==> src/rtl/bsu_pkg.sv <==
package bsu_pkg;
   localparam int OP_W   = 3;
   localparam int BR_BIT = 2;

   typedef enum logic [1:0] {
      DIR_NONE = 2'd0,
      DIR_SUCC = 2'd1,
      DIR_FAIL = 2'd2
   } dir_e;

   typedef enum logic [1:0] {
      CMP_GE = 2'd0,
      CMP_LT = 2'd1,
      CMP_EQ = 2'd2,
      CMP_NE = 2'd3
   } cmp_e;
endpackage

==> src/rtl/bsu_cond.sv <==
module bsu_cond
   import bsu_pkg::*;
#(
   parameter int DW = 16
) (
   input  logic [OP_W-1:0] op_i,
   input  logic [DW-1:0]   a_i,
   input  logic [DW-1:0]   b_i,
   output logic            is_br_o,
   output logic            taken_o
);
   if (DW < 1) begin : g_bad_dw
      $error("bsu_cond: DW must be at least 1");
   end

   cmp_e kind;
   assign kind    = cmp_e'(op_i[1:0]);
   assign is_br_o = op_i[BR_BIT];

   always_comb begin
      unique case (kind)
         CMP_GE:  taken_o = (a_i >= b_i);
         CMP_LT:  taken_o = (a_i <  b_i);
         CMP_EQ:  taken_o = (a_i == b_i);
         CMP_NE:  taken_o = (a_i != b_i);
         default: taken_o = 1'b0;
      endcase
   end
endmodule

==> src/rtl/bsu_pick.sv <==
module bsu_pick #(
   parameter int N = 8
) (
   input  logic [N-1:0] free_i,
   output logic [N-1:0] grant_o,
   output logic         any_o
);
   if (N < 1) begin : g_bad_n
      $error("bsu_pick: N must be at least 1");
   end

   logic [N:0] seen;
   assign seen[0] = 1'b0;

   for (genvar i = 0; i < N; i++) begin : g_chain
      assign grant_o[i]  = free_i[i] & ~seen[i];
      assign seen[i+1]   = seen[i] | free_i[i];
   end

   assign any_o = seen[N];
endmodule

==> src/rtl/bsu_slots.sv <==
module bsu_slots #(
   parameter int N             = 8,
   parameter int TAGW          = 4,
   parameter bit RESET_PAYLOAD = 1'b1
) (
   input  logic            clk,
   input  logic            rst_n,
   input  logic [N-1:0]    alloc_i,
   input  logic            alloc_succ_i,
   input  logic [TAGW-1:0] alloc_tag_i,
   input  logic            clr_i,
   output logic [N-1:0]    occ_o,
   output logic [N-1:0]    succ_o,
   output logic [N*TAGW-1:0] tags_o
);
   if (TAGW < 1) begin : g_bad_tagw
      $error("bsu_slots: TAGW must be at least 1");
   end

   always_ff @(posedge clk or negedge rst_n) begin
      if (!rst_n)      occ_o <= '0;
      else if (clr_i)  occ_o <= '0;
      else             occ_o <= occ_o | alloc_i;
   end

   for (genvar i = 0; i < N; i++) begin : g_slot
      if (RESET_PAYLOAD) begin : g_rst
         always_ff @(posedge clk or negedge rst_n) begin
            if (!rst_n) begin
               succ_o[i]                 <= 1'b0;
               tags_o[i*TAGW +: TAGW]    <= '0;
            end else if (alloc_i[i]) begin
               succ_o[i]                 <= alloc_succ_i;
               tags_o[i*TAGW +: TAGW]    <= alloc_tag_i;
            end
         end
      end else begin : g_norst
         always_ff @(posedge clk) begin
            if (alloc_i[i]) begin
               succ_o[i]                 <= alloc_succ_i;
               tags_o[i*TAGW +: TAGW]    <= alloc_tag_i;
            end
         end
      end
   end
endmodule

==> src/rtl/branch_shadow_unit.sv <==
module branch_shadow_unit
   import bsu_pkg::*;
#(
   parameter int NSLOT         = 8,
   parameter int TAGW          = 4,
   parameter int DW            = 16,
   parameter bit RESET_PAYLOAD = 1'b1
) (
   input  logic                  clk,
   input  logic                  rst_n,
   input  logic                  iss_valid_i,
   input  logic [TAGW-1:0]       iss_tag_i,
   input  logic                  iss_on_succ_i,
   input  logic                  iss_on_fail_i,
   output logic                  iss_stall_o,
   output logic                  iss_err_o,
   input  logic                  rsv_valid_i,
   input  logic [OP_W-1:0]       rsv_op_i,
   input  logic [DW-1:0]         rsv_a_i,
   input  logic [DW-1:0]         rsv_b_i,
   output logic [1:0]            dir_o,
   output logic [NSLOT-1:0]      go_o,
   output logic [NSLOT-1:0]      cancel_o,
   output logic [NSLOT*TAGW-1:0] slot_tag_o
);
   if (NSLOT < 1) begin : g_bad_nslot
      $error("branch_shadow_unit: NSLOT must be at least 1");
   end

   logic [NSLOT-1:0] occ, succ_side, grant, alloc, keep;
   logic             any_free, is_br, taken, resolving, accept;
   dir_e             dir_q;

   bsu_cond #(.DW(DW)) u_cond (
      .op_i    (rsv_op_i),
      .a_i     (rsv_a_i),
      .b_i     (rsv_b_i),
      .is_br_o (is_br),
      .taken_o (taken)
   );

   bsu_pick #(.N(NSLOT)) u_pick (
      .free_i  (~occ),
      .grant_o (grant),
      .any_o   (any_free)
   );

   assign resolving   = (dir_q != DIR_NONE);
   assign iss_err_o   = iss_valid_i & iss_on_succ_i & iss_on_fail_i;
   assign iss_stall_o = ~any_free | resolving;
   assign accept      = iss_valid_i & (iss_on_succ_i ^ iss_on_fail_i) & ~iss_stall_o;
   assign alloc       = accept ? grant : '0;

   bsu_slots #(.N(NSLOT), .TAGW(TAGW), .RESET_PAYLOAD(RESET_PAYLOAD)) u_slots (
      .clk          (clk),
      .rst_n        (rst_n),
      .alloc_i      (alloc),
      .alloc_succ_i (iss_on_succ_i),
      .alloc_tag_i  (iss_tag_i),
      .clr_i        (resolving),
      .occ_o        (occ),
      .succ_o       (succ_side),
      .tags_o       (slot_tag_o)
   );

   always_ff @(posedge clk or negedge rst_n) begin
      if (!rst_n)                    dir_q <= DIR_NONE;
      else if (resolving)            dir_q <= DIR_NONE;
      else if (rsv_valid_i && is_br) dir_q <= taken ? DIR_SUCC : DIR_FAIL;
   end

   assign keep     = (dir_q == DIR_SUCC) ? succ_side : ~succ_side;
   assign go_o     = resolving ? (occ & keep)  : '0;
   assign cancel_o = resolving ? (occ & ~keep) : '0;
   assign dir_o    = dir_q;
endmodule

==> config.mk <==
export PLATFORM = sky130hd
export DESIGN_NAME = branch_shadow_unit
export DESIGN_NICKNAME = d
export VERILOG_FILES = /design/src/rtl/bsu_pkg.sv /design/src/rtl/bsu_cond.sv /design/src/rtl/bsu_pick.sv /design/src/rtl/bsu_slots.sv /design/src/rtl/branch_shadow_unit.sv
export SDC_FILE = /design/constraint.sdc
export NUM_CORES = 1
export LEC_CHECK = 0
export ABC_AREA = 1
export BUFFER_PORTS_ARGS = -buffer_cell sky130_fd_sc_hd__buf_2
export CORE_MARGIN = 3
export CORE_UTILIZATION = 45
export CTS_BUF_LIST = sky130_fd_sc_hd__clkbuf_2
export CTS_CLUSTER_SIZE = 8
export DETAILED_ROUTE_END_ITERATION = 12
export GPL_TIMING_DRIVEN = 0
export HOLD_SLACK_MARGIN = 0.02
export PLACE_DENSITY = 0.74
export SLEW_MARGIN = 5
export SYNTH_ARGS = -nofsm -noshare
export SYNTH_HDL_FRONTEND = slang
export SYNTH_SLANG_ARGS = --single-unit
==> constraint.sdc <==
create_clock -name clk -period 2 [get_ports clk]
set_input_delay 0.3 -clock clk [delete_from_list [all_inputs] [get_ports clk]]
set_output_delay 0.3 -clock clk [all_outputs]
set_load 0.02 [all_outputs]
# Yosys cells after proc, flatten, opt, wreduce, memory -nomap -nowiden
# Index checks and enable logic that the tools add are counted.
[word_totals]
register_bits = 50
input_bits = 45
output_inout_bits = 52
elab_cells = 74
[op_classes]
n_lt_le_gt_ge = 2
n_eq_ne = 6
mux = 9
n_bitwise = 35
n_reduce_logical = 4
[ops]
columns = ["cell", "n"]
rows = [
  ["8-bit 2-to-1 mux", 5],
  ["8-bit NOT", 3],
  ["8-bit bitwise AND", 2],
  ["16-bit == test", 1],
  ["16-bit greater-or-equal comparator", 1],
  ["16-bit less-than comparator", 1],
  ["16-bit != test", 1],
  ["1-bit bitwise AND", 11],
  ["1-bit NOT", 9],
  ["1-bit OR", 8],
  ["8-bit OR", 1],
  ["2-bit 2-to-1 mux", 3],
  ["2-bit by 1-bit == test with 1-bit output, second input constant", 2],
  ["2-bit == test, second input constant", 2],
  ["1-bit case mux with 4 select lines", 1],
  ["2-bit nonzero test", 2],
  ["2-bit logical NOT", 1],
  ["1-bit logical AND", 1],
  ["1-bit bitwise XOR", 1],
]

# Depth between registers and ports, before layout
[logic_depth]
depth_word = 15
depth_mapped = 14

# By module
# Synthesis repeated with hierarchy kept, for this count alone.
[unflattened]
hier_cells = 408
area_unflattened_um2 = 2877.8
[modules_own_cells]
columns = ["mod", "instances", "cells_per_inst", "area_each_um2"]
rows = [
  ["bsu_slots", 1, 198, 1771.7],
  ["bsu_cond", 1, 89, 521.8],
  ["branch_shadow_unit", 1, 100, 471.7],
  ["bsu_pick", 1, 21, 112.6],
]

# Least setup slack after synthesis
# No wires, ideal clock.
[synth_path]
kind = "reg-to-output"
start = "register dir_q[0], in the netlist dir_o[0]"
end = "output port go_o[0]"
t_arrival_ns = 1.459
path_slack_ns = 0.241
path_stages_with_launch = 4
path_buffers = 0
cell_sequence = "dfrtp_1 -> nand2_1 -> xnor2_1 -> nor3_1"
[synth_between]
elab_chain_cells = 4
[synth_rtl]
columns = ["element", "line", "text"]
rows = [
  ["start, declared", "branch_shadow_unit.sv:32", "dir_e dir_q;"],
  ["start signal, assigned", "branch_shadow_unit.sv:69", "else if (rsv_valid_i && is_br) dir_q <= taken ? DIR_SUCC : DIR_FAIL;"],
  ["2-bit by 1-bit == test with 1-bit output", "branch_shadow_unit.sv:72", "assign keep = (dir_q == DIR_SUCC) ? succ_side : ~succ_side;"],
  ["8-bit 2-to-1 mux", "branch_shadow_unit.sv:72", ""],
  ["8-bit bitwise AND", "branch_shadow_unit.sv:73", "assign go_o = resolving ? (occ & keep) : '0;"],
  ["8-bit 2-to-1 mux (*)", "branch_shadow_unit.sv:73", ""],
  ["end, declared", "branch_shadow_unit.sv:22", "output logic [NSLOT-1:0] go_o,"],
]
# Mark *: on every way between the ends. The rest lies on a longest branch, timed or not.

# Worst setup path after layout
[layout_path]
start = "register dir_q[1], in the netlist dir_o[1]"
end = "output port cancel_o[6]"
[layout_between]
elab_chain_cells = 5
[layout_rtl]
columns = ["element", "line", "text"]
rows = [
  ["2-bit by 1-bit == test with 1-bit output", "branch_shadow_unit.sv:72", ""],
  ["8-bit 2-to-1 mux", "branch_shadow_unit.sv:72", ""],
  ["8-bit NOT", "branch_shadow_unit.sv:74", "assign cancel_o = resolving ? (occ & ~keep) : '0;"],
  ["8-bit bitwise AND", "branch_shadow_unit.sv:74", ""],
  ["8-bit 2-to-1 mux (*)", "branch_shadow_unit.sv:74", ""],
  ["end, declared", "branch_shadow_unit.sv:23", "output logic [NSLOT-1:0] cancel_o,"],
]
# Marked as above.

==> results.py <==
metrics = {
    "route": {
        "wl_per_cell_um": 12.6,
        "drtPass1Iterations": 4,
        "avgViaCountPerCell": 4.79,
        "num_vias": 2368,
        "drc": 0,
        "detail-route-antenna-nets": 0,
        "dr.first_iter.drc_count": 128,
        "wl_um": 6240,
    },
    "power": {
        "p_per_area_nw_per_um2": 811,
        "comb_power_share_pct": 36.8,
        "p_switching_mw": 1.09,
        "clkPwrFrac_pct": 14.4,
        "vdd_drop_max_mv": 0.727,
        "power.total_mw": 2.80,
        "p_leak_nw": 1.91,
        "internal_power_mw": 1.72,
        "seqPwrFrac_pct": 48.8,
        "switching_share_pct": 38.7,
    },
    "global_route": {
        "grt_pass1_vias": 2189,
        "grt_first_pass_wirelength_um": 9780,
        "antenna_found_initial": 0,
        "overflow": 0,
        "grt_max_degree": 51,
        "grt.total_usage_pct": 18.7,
    },
    "placed_design": {
        "place_area_um2": 3200,
        "place_ws_ns": 0.265,
        "gp_congestion": 0.793,
        "post-place-cells": 478,
        "post-dp-hpwl_um": 4710,
        "portBuffers": 96,
    },
    "timing": {
        "whs_ns": 0.0462,
        "finalWorstPathRequiredPeriod_ns": 1.99,
        "fin_skew_ns": 0.0172,
        "slew_violations": 0,
        "rsz0062_at_grt": "yes",
        "slew_headroom_pct": 27.2,
        "max_freq_ghz": 0.503,
        "fin_ws_ns": 0.0112,
        "setup_viol": 0,
        "period_share_pct": 99.4,
        "hold_viol": 0,
        "worstMarginPinSlew_ns": 1.09,
        "tns_ns": 0,
    },
    "setup_path": {
        "crit_fanout": 8,
        "critPathRequiredTime_ns": 1.70,
        "worst_ep_arrival_time_ns": 1.69,
        "worstSetupStartpointType": "flop",
        "endpoint_kind": "output port",
        "critPathKind": "reg2out",
    },
    "cts": {
        "clock-sinks": 50,
        "htreeDepth": 2,
        "path_clk_slew_ns": 0.25,
        "cts_buffers": 5,
        "root_buffer": "clkbuf_2",
        "clk_latency_ns": 0.42,
        "hold_buffers": 0,
        "tritoncts": "built",
        "cts_buffer_depth": 2,
    },
    "synth": {
        "ys_seq_area_share_pct": 47.6,
        "synthDistinctLibCells": 24,
        "post-synth-top-area-fraction_pct": 47.6,
        "synth_edf_count": 0,
        "synthesis.nets": 371,
        "synthArstFlopShare_pct": 100,
        "synth_warnings": 0,
        "synth_seq_cells": 50,
        "avgSynthCellArea_um2": 8.48,
        "synth.most_common_cell": "nand2_1",
        "mappedNetlistArea_um2": 2630,
        "postSynth.topFlopCell": "dfrtp_1",
        "synth_commonest_cells": "nand2_1 (75), dfrtp_1 (50), inv_1 (39)",
        "syn_inst": 310,
        "netlist_top_cells_area": "dfrtp_1 (48%), nand2_1 (11%), ha_1 (7.6%)",
        "yosys.area.top_type": "dfrtp_1",
    },
    "floorplanning": {
        "num_rows": 27,
        "die_y_um": 82.4,
        "die_area_um2": 6790,
        "core_area_um2": 5570,
        "ioPinCount": 97,
        "start_util_pct": 47.2,
        "die_x_um": 82.4,
    },
    "flow_run": {
        "maxCapViolations": 0,
    },
    "cells_and_area": {
        "num_antenna_cells": 0,
        "drive_gt1_share_pct": 35.8,
        "finish.instance_area_um2": 3460,
        "nets": 482,
        "syn2layout_area_growth_pct": 31.5,
        "fin_cells": 494,
        "post-route-util_pct": 62.0,
        "nFillCells": 503,
    },
    "hold_path": {
        "min_path_type": "in2async",
    },
    "outcome": {
        "status": "finished, final reports clean",
    },
}
## timing repair
item / 4_1_cts / 5_1_grt
setup buffers: 1 / 7
gates cloned: 0 / 0
endpoints found under the setup margin: 17 / 17
pin swaps: 0 / 5
gates resized for setup: 6 / 28
## flip-flops by register name, indices dropped and copies added (netlist names)
| signal | count |
|---|---|
| dir_o | 2 |
| u_slots.succ_o | 8 |
| u_slots.occ_o | 8 |
| u_slots.tags_o | 32 |
## cells by family (layout without fill, tap and decap cells)
family                   count (synthesis)  count (layout)  synth area share [%]
buffers and inverters                   48             160                  8.57
AND/OR/NAND/NOR                        128             128                  20.8
XOR/XNOR                                 8               8                  2.67
flip-flops                              50              50                  47.6
adder cells (fa/ha/maj)                 16              16                  7.62
AO/OA/AOI/OAI                           60              60                  12.8
## cell usage in the layout (no fill, tap or decap), types with 2 or more instances in the layout
cell type,n
dfrtp_1,49
buf_2,87
inv_1,37
nor3_2,5
nand4_1,2
clkbuf_2,5
xnor2_2,7
o21ai_0,16
ha_1,16
nand3_2,4
nand3_1,8
nor2_1,26
nor2_4,2
nand2_1,73
buf_6,6
o21ai_2,5
buf_4,18
nor3_1,5
o21ai_1,22
a21oi_1,14
inv_2,3
clkinv_4,2
## layer usage
metal	track usage [%]	vias to the layer above	share of wire, %
li1	-	1222	-
met5	0	-	0
met2	30.7	57	49
met4	4.49	0	1.6
met3	5.75	11	6.3
met1	24.3	1078	43
## area by class of cell
type                    instances  area [µm²]  area share (%)
multi-input cells             212        1270            36.8
flip-flops and latches         50        1250            36.2
repair buffers                104         567            16.4
inverters                      40         150            4.34
well taps                      72        90.1            2.61
plain buffers                   8        78.8            2.28
clock buffers                   5        25.0           0.724
clock inverters                 3        21.3           0.615
## final timing paths
check	startpoint	to	slack, ns	cells after the start
min in group clk	rsv_valid_i	dir_o[1]	0.14	3
max in group asynchronous	rst_n	dir_o[0]	1.23	1
max reg2reg	dir_o[0]	u_slots.succ_o[3]	0.27	8
min	rst_n	u_slots.tags_o[16]	0.05	1
min reg2reg	u_slots.tags_o[28]	u_slots.tags_o[28]	0.51	2
max	dir_o[1]	cancel_o[6]	0.01	6
## power groups by stage
stage | combinational, mW | clock (mW) | sequential, mW
2_1_floorplan | 0.411 | 0 | 1.56
4_1_cts | 0.963 | 0.421 | 1.36
3_3_place_gp | 0.919 | 0 | 1.37
5_1_grt | 1.15 | 0.460 | 1.40
3_5_place_dp | 0.951 | 0 | 1.37
6_report | 1.03 | 0.404 | 1.37
## critical path: stages, from the launching register on
cell     delay [ns]
dfrtp_1        0.47
inv_2          0.11
nand2_8        0.12
xnor2_2        0.21
nand2_1        0.10
nor2_1         0.09
buf_2          0.16
Power figures use the tool's default switching activity.
